File: config.mk
export PLATFORM = sky130hd
export DESIGN_NAME = boost_gate_ctrl
export DESIGN_NICKNAME = d
export VERILOG_FILES = /design/src/rtl/boost_pwm_pkg.sv /design/src/rtl/bpc_timebase.sv /design/src/rtl/bpc_softstart.sv /design/src/rtl/bpc_sync.sv /design/src/rtl/boost_gate_ctrl.sv
export SDC_FILE = /design/constraint.sdc
export NUM_CORES = 1
export LEC_CHECK = 0
export CORE_ASPECT_RATIO = 0.8
export CORE_MARGIN = 10
export CORE_UTILIZATION = 61
export CTS_CLUSTER_DIAMETER = 80
export DETAILED_ROUTE_END_ITERATION = 8
export DONT_BUFFER_PORTS = 1
export PLACE_DENSITY = 0.79
export SLEW_MARGIN = 25
export SYNTH_ARGS = -nofsm -noshare
export SYNTH_HDL_FRONTEND = slang
export SYNTH_HIERARCHICAL = 1
export SYNTH_SLANG_ARGS = --single-unit
File: constraint.sdc
create_clock -name clk -period 3.5 [get_ports clk]
set_input_delay 0.525 -clock clk [delete_from_list [all_inputs] [get_ports clk]]
set_output_delay 0.525 -clock clk [all_outputs]
set_load 0.01 [all_outputs]
File: src/rtl/boost_pwm_pkg.sv
// Shared helpers for the soft-start boost gate controller.
// Assumes: values handled here fit in 32 bits.
package boost_pwm_pkg;

    // Saturating increment: never exceeds hi.
    function automatic int unsigned sat_step(input int unsigned v, input int unsigned hi);
        return (v >= hi) ? hi : v + 1;
    endfunction

endpackage

File: src/rtl/bpc_timebase.sv
// Period counter for the boost PWM.
// Counts 0..PERIOD-1 while running. It is parked at PERIOD-1 while halted, so the
// first running edge wraps into a full period and no short first pulse occurs.
// Assumes: PERIOD >= 2.
module bpc_timebase #(
    parameter int PERIOD = 127,
    parameter int CW     = $clog2(PERIOD)
) (
    input  logic          clk,
    input  logic          rst_n,
    input  logic          halt,
    output logic [CW-1:0] cnt_q,
    output logic [CW-1:0] cnt_d,
    output logic          wrap
);
    localparam logic [CW-1:0] LAST = CW'(PERIOD - 1);

    // Boundary flag: last cycle of a running period.
    assign wrap = !halt && (cnt_q == LAST);

    // Next count value.
    always_comb begin
        if (halt)      cnt_d = LAST;
        else if (wrap) cnt_d = '0;
        else           cnt_d = cnt_q + 1'b1;
    end

    // Count register.
    always_ff @(posedge clk) begin
        if (!rst_n) cnt_q <= LAST;
        else        cnt_q <= cnt_d;
    end
endmodule

File: src/rtl/bpc_softstart.sv
// Soft-start ramp for the duty limit.
// A chain of STAGES toggle flops counts period boundaries. Each rising edge of the
// last stage raises the limit by one, saturating at DUTY_MAX. Halt clears the chain
// and returns the limit to DUTY_MIN.
// Assumes: STAGES >= 2, DUTY_MIN <= DUTY_MAX < 2**CW.
module bpc_softstart #(
    parameter int CW       = 7,
    parameter int DUTY_MIN = 13,
    parameter int DUTY_MAX = 89,
    parameter int STAGES   = 3
) (
    input  logic          clk,
    input  logic          rst_n,
    input  logic          halt,
    input  logic          wrap,
    output logic [CW-1:0] lim_q
);
    import boost_pwm_pkg::*;

    logic [STAGES-1:0] div_q;
    logic [STAGES-1:0] carry;
    logic              step;

    // Toggle enables: a stage flips when the boundary ripples through all lower ones.
    always_comb begin
        carry[0] = wrap;
        for (int i = 1; i < STAGES; i++) carry[i] = carry[i-1] & div_q[i-1];
    end

    generate
        for (genvar g = 0; g < STAGES; g++) begin : g_stage
            logic q;
            // One divide-by-two stage.
            always_ff @(posedge clk) begin
                if (!rst_n || halt) q <= 1'b0;
                else if (carry[g])  q <= ~q;
            end
            assign div_q[g] = q;
        end
    endgenerate

    // Rising edge of the slowest stage.
    assign step = carry[STAGES-1] & ~div_q[STAGES-1];

    // Duty limit register with saturating ramp.
    always_ff @(posedge clk) begin
        if (!rst_n || halt) lim_q <= CW'(DUTY_MIN);
        else if (step)      lim_q <= CW'(sat_step(32'(lim_q), DUTY_MAX));
    end
endmodule

File: src/rtl/bpc_sync.sv
// Multi-flop synchronizer for an asynchronous level.
// Assumes: STAGES >= 2.
module bpc_sync #(
    parameter int STAGES = 2
) (
    input  logic clk,
    input  logic rst_n,
    input  logic d,
    output logic q
);
    logic [STAGES-1:0] sh_q;

    // Shift the level through the chain.
    always_ff @(posedge clk) begin
        if (!rst_n) sh_q <= '0;
        else        sh_q <= {sh_q[STAGES-2:0], d};
    end

    assign q = sh_q[STAGES-1];
endmodule

File: src/rtl/boost_gate_ctrl.sv
// Soft-start boost gate controller (top).
// Builds the gate pulse from the period counter and a duty value that is latched at
// each boundary from the soft-start limit. The synchronized overvoltage flag chops
// pulses until the next boundary. Shutdown sources force the gate low and restart
// the ramp.
// Assumes: 1 <= DUTY_MIN <= DUTY_MAX < PERIOD; inputs other than cmp_hi are synchronous.
module boost_gate_ctrl #(
    parameter int PERIOD      = 127,
    parameter int DUTY_MIN    = 13,
    parameter int DUTY_MAX    = 89,
    parameter int SS_STAGES   = 3,
    parameter int SYNC_STAGES = 2
) (
    input  logic clk,
    input  logic rst_n,
    input  logic por_ok,
    input  logic sleep,
    input  logic ocp,
    input  logic cmp_hi,
    output logic gate
);
    localparam int CW = $clog2(PERIOD);

    logic          halt;
    logic          wrap;
    logic          cmp_s;
    logic [CW-1:0] cnt_q, cnt_d;
    logic [CW-1:0] lim_q;
    logic [CW-1:0] duty_q, duty_d;
    logic          chop_q, chop_d;
    logic          gate_d;

    // Any shutdown source halts the converter.
    assign halt = !por_ok || sleep || ocp;

    bpc_timebase #(.PERIOD(PERIOD), .CW(CW)) u_tb (
        .clk(clk), .rst_n(rst_n), .halt(halt),
        .cnt_q(cnt_q), .cnt_d(cnt_d), .wrap(wrap)
    );

    bpc_softstart #(.CW(CW), .DUTY_MIN(DUTY_MIN), .DUTY_MAX(DUTY_MAX), .STAGES(SS_STAGES)) u_ss (
        .clk(clk), .rst_n(rst_n), .halt(halt), .wrap(wrap), .lim_q(lim_q)
    );

    bpc_sync #(.STAGES(SYNC_STAGES)) u_sync (
        .clk(clk), .rst_n(rst_n), .d(cmp_hi), .q(cmp_s)
    );

    // Duty value for the coming cycle: reloaded only at a boundary.
    always_comb begin
        if (halt)      duty_d = CW'(DUTY_MIN);
        else if (wrap) duty_d = lim_q;
        else           duty_d = duty_q;
    end

    // Chop state: set by the synchronized flag, cleared only at a boundary.
    assign chop_d = !halt && (cmp_s || (chop_q && !wrap));

    // Gate for the coming cycle.
    assign gate_d = !halt && (cnt_d < duty_d) && !chop_d;

    // Duty, chop and gate registers.
    always_ff @(posedge clk) begin
        if (!rst_n) begin
            duty_q <= CW'(DUTY_MIN);
            chop_q <= 1'b0;
            gate   <= 1'b0;
        end else begin
            duty_q <= duty_d;
            chop_q <= chop_d;
            gate   <= gate_d;
        end
    end
endmodule

# After elaboration in Yosys (flattened, before gate mapping)
# Cells that the tools add are included.
[totals] regBits=28 input_bits=6 output_inout_bits=1
[op_classes] add_sub_neg=2 magnitude_cmp=2 n_eq_ne=1 n_mux=5 bitwise_logic=6 n_reduce_logical=14
[op_table] cell="$mux 7" count=5
[op_table] cell="$add 7x1->7 const B" count=2
[op_table] cell="$eq 7x7->1 const B" count=1
[op_table] cell="$ge 7x7->1 const B" count=1
[op_table] cell="$lt 7x7->1" count=1
[op_table] cell="$logic_and 1x1->1" count=5
[op_table] cell="$logic_not 1->1" count=5
[op_table] cell="$logic_or 1x1->1" count=4
[op_table] cell="$and 1x1->1" count=3
[op_table] cell="$not 1->1" count=3

# Longest topological paths before layout
[logic_depth] depth_word=11 ltp_mapped=12 mapped_depth_nobuf=10

# Modules after synthesis
# The synthesis kept the hierarchy.
[by_module_without_submodules] module="boost_gate_ctrl" instances=1 cells_per_inst=54 area_per_inst_um2=525.5
[by_module_without_submodules] module="bpc_softstart" instances=1 cells_per_inst=53 area_per_inst_um2=475.5
[by_module_without_submodules] module="bpc_timebase" instances=1 cells_per_inst=46 area_per_inst_um2=407.9
[by_module_without_submodules] module="bpc_sync" instances=1 cells_per_inst=4 area_per_inst_um2=52.6

# Least setup slack after synthesis
# No wires, ideal clock.
[synth_timing] path_kind="input to register" startpoint="input port ocp" endpoint="register gate" setup_ns=0.086 arrival_time_ns=2.748 path_slack_ns=0.667 cell_stages=12 n_path_buf=2 cell_sequence="nor3b_4 -> inv_1 -> nand3b_2 -> nor2_2 -> buf_6 -> buf_2 -> mux2_2 -> nand2_1 -> ha_1 -> a21oi_1 -> nand4_1 -> a211oi_1"
[synth_between] elab_chain_len=9
[synth_rtl] element="start, declared" line="boost_gate_ctrl.sv:18" source="input logic ocp,"
[synth_rtl] element="$logic_or 1x1->1 *" line="boost_gate_ctrl.sv:34" source="assign halt = !por_ok || sleep || ocp;"
[synth_rtl] element="net halt" line="boost_gate_ctrl.sv:24" source="logic halt;"
[synth_rtl] element="$logic_not 1->1 *" line="bpc_timebase.sv:19" source="assign wrap = !halt && (cnt_q == LAST);"
[synth_rtl] element="$logic_and 1x1->1 *" line="bpc_timebase.sv:19"
[synth_rtl] element="net wrap" line="boost_gate_ctrl.sv:25" source="logic wrap;"
[synth_rtl] element="parallel branches: the longest is 5 deep, another holds $lt 7x7->1"
[synth_rtl] element="$logic_and 1x1->1 *" line="boost_gate_ctrl.sv:60" source="assign gate_d = !halt && (cnt_d < duty_d) && !chop_d;"
[synth_rtl] element="end signal, assigned" line="boost_gate_ctrl.sv:71" source="gate <= gate_d;"
[synth_rtl] element="end, declared" line="boost_gate_ctrl.sv:20" source="output logic gate"
# Mark *: on every way through the listed nets, which the timed path passes.
# A chain may end at the register's enable or synchronous reset.

# Final worst setup path
# Same ends and word-level chain as after synthesis.

==> impl_metrics.env <==
export IMPL_status="finished clean"
export IMPL_die_w_um=74.73
export IMPL_required_ns=3.75
export IMPL_post_cts_buffers=0
export IMPL_synth_edf_count=0
export IMPL_num_nets_final=176
export IMPL_crit_chain="nor3b_4 -> inv_1 -> nand3b_2 -> nor2_2 -> buf_4 -> nor2b_1 -> a211oi_1 -> ha_1 -> nand4_1 -> a21oi_1 -> a211oi_1"
export IMPL_cts_sinks=28
export IMPL_start_util_pct=65.99
export IMPL_slowest_stage="buf_4"
export IMPL_hold_class="in2reg"
export IMPL_fin_crit_ns=2.585
export IMPL_io_buffers=0
export IMPL_core_um2=2215
export IMPL_cts_root_buf="clkbuf_4"
export IMPL_synth_nets=173
export IMPL_grt_start_max_net_pins=23
export IMPL_grt_overflow_total=0
export IMPL_wl_um=2583
export IMPL_leakagePower_nw=0.5980
export IMPL_startpoint_type="input port"
export IMPL_clk_latency_ns=0.32
export IMPL_ant_nets=0
export IMPL_wl_per_cell_um=14.04
export IMPL_setup_viol=0
export IMPL_yosysWarnings=6
export IMPL_grt_pass1_vias=1017
export IMPL_yosys_top_cells_area="dfxtp_1, ha_1, mux2_2"
export IMPL_synthMostInstantiatedCell="dfxtp_1"
export IMPL_place_inst=180
export IMPL_path_class="in2reg"
export IMPL_cts_tree="yes"
export IMPL_slew_violations=0
export IMPL_slew_headroom_pct=72.79
export IMPL_max_freq_ghz=0.3869
export IMPL_synth_avg_cell_area_um2=9.308
export IMPL_async_flop_share_pct=0
export IMPL_clockBufferDepth=2
export IMPL_drc=0
export IMPL_utilization_pct=68.87
export IMPL_die_y_um=63.78
export IMPL_htreeDepth=1
export IMPL_grt_util_all_layers_pct=11.33
export IMPL_cts_hold_buf=0
export IMPL_cts_made_buffers=3
export IMPL_antenna_diode_count=0
export IMPL_end_kind="flip-flop"
export IMPL_die_area_um2=4766
export IMPL_synth_top_area_share_pct=38.36
export IMPL_vdd_ir_drop_max_v=0.0003673
export IMPL_path_clk_slew_ns=0.15
export IMPL_netlist_top_cells_count="dfxtp_1, nand2_1, ha_1"
export IMPL_power_mw=0.5620
export IMPL_pin_count=7
export IMPL_worst_path_most_repeated_cell="a211oi_1"
export IMPL_area_growth_pct=4.366
export IMPL_drtPass1Iterations=4
export IMPL_hold_violations=0
export IMPL_ys_types=40
export IMPL_yosysTopAreaCell="dfxtp_1"
export IMPL_path_max_fanout=22
export IMPL_dp_hpwl_um=2044
export IMPL_grt_pass1_wl_um=4436
export IMPL_num_rows=15
export IMPL_finClkSkew_ns=0.008752
export IMPL_synth_cells=157
export IMPL_first_iter_violations=77
export IMPL_ys_ff_latch=28
export IMPL_place_congestion=0.8315
export IMPL_final_period_utilization_pct=73.86
export IMPL_finalSetupTns_ns=0
export IMPL_via_per_inst=5.951
export IMPL_vias=1095
export IMPL_ctsResizeCount=0
export IMPL_syn_area_um2=1461
export IMPL_antenna_found_initial=0
export IMPL_fillers=177
export IMPL_worstPathArrival_ns=2.84
export IMPL_rsz0062_at_grt="no"
export IMPL_fin_cells=184
export IMPL_synth_ff_type="dfxtp_1"
export IMPL_cpPeakStageDelay_ns=0.30
export IMPL_powerDensity_nw_per_um2=368.4
export IMPL_tightest_slew_ns=0.4018
export IMPL_drive_above_1_share_pct=14.47
export IMPL_cap_violations=0
export IMPL_yosysSeqAreaShare_pct=38.36
critical path: cells and delay by family:
| kind | cells | cell delay (ns) |
|---|---|---|
| compound gates | 3 | 0.49 |
| buf+inv | 2 | 0.51 |
| fa+ha+maj | 1 | 0.28 |
| simple gates | 5 | 1.03 |
per-stage QoR:
stage	instance area (um2)	hold WS (ns)	worst slack [ns]
global placement	1473	0.4202	0.6781
finish	1525	0.2897	0.9150
floorplan	1461	0.4118	0.6668
CTS	1525	0.2744	0.8978
detailed placement	1473	0.4415	0.5502
global route	1525	0.2705	0.7257
per-layer routing:
metal  vias to the layer above  part of all wire [%]  global-route usage, %
met1                       520                    50                  15.14
met5                         -                     0                      0
li1                        553                     -                      -
met3                         2                   5.2                  4.012
met4                         0                  0.50                  1.415
met2                        20                    44                  17.48
path summary, 6_finish.rpt:
kind | start | end | cells after the start | slack (ns)
max | ocp | gate | 11 | 0.92
min | rst_n | u_tb/cnt_q[1] | 1 | 0.29
max reg2reg | u_tb/cnt_q[0] | gate | 11 | 1.10
min reg2reg | u_ss/g_stage[2].q | u_ss/g_stage[2].q | 2 | 0.47
area by class of cell:
type | count | area, um2 | area share (%)
clock inverter | 1 | 30.03 | 1.969
timing repair buffer | 1 | 7.507 | 0.4922
sequential | 28 | 560.5 | 36.75
inverter | 6 | 22.52 | 1.477
clock buffer | 3 | 22.52 | 1.477
tap | 25 | 31.28 | 2.051
multi-input combinational | 120 | 850.8 | 55.78
registers in the layout (all words and copies together), names as in the netlist:
name	cells
u_ss/lim_q	7
chop_q	1
u_sync/sh_q	2
gate	1
u_ss/g_stage.q	3
duty_q	7
u_tb/cnt_q	7
cells by family after synthesis:
kind of cell	Yosys count	share of synthesized area [%]
buf+inv	9	3.424
mux	6	4.537
flops	28	38.36
simple gates	62	25.60
fa+ha+maj	10	8.562
compound gates	33	14.13
xor+xnor	9	5.394
power by group:
part	switching (mW)	leakage, nW	internal (mW)
registers	0.00189	0.227	0.321
logic	0.0180	0.343	0.0130
clock network	0.0919	0.0279	0.116
total	0.112	0.598	0.450
cells in the final DEF, fill, tap and decap left out, drive strengths merged, types with 4 or more instances in the layout:
| cell | n |
|---|---|
| dfxtp | 28 |
| nand2 | 14 |
| o21ai | 12 |
| ha | 10 |
| a21oi | 9 |
| nor2 | 9 |
| and2 | 7 |
| inv | 6 |
| nand3 | 6 |
| xor2 | 6 |
| mux2 | 5 |
| and3 | 4 |
| nand4 | 4 |
No activity file was read; power rests on OpenSTA's default activity.
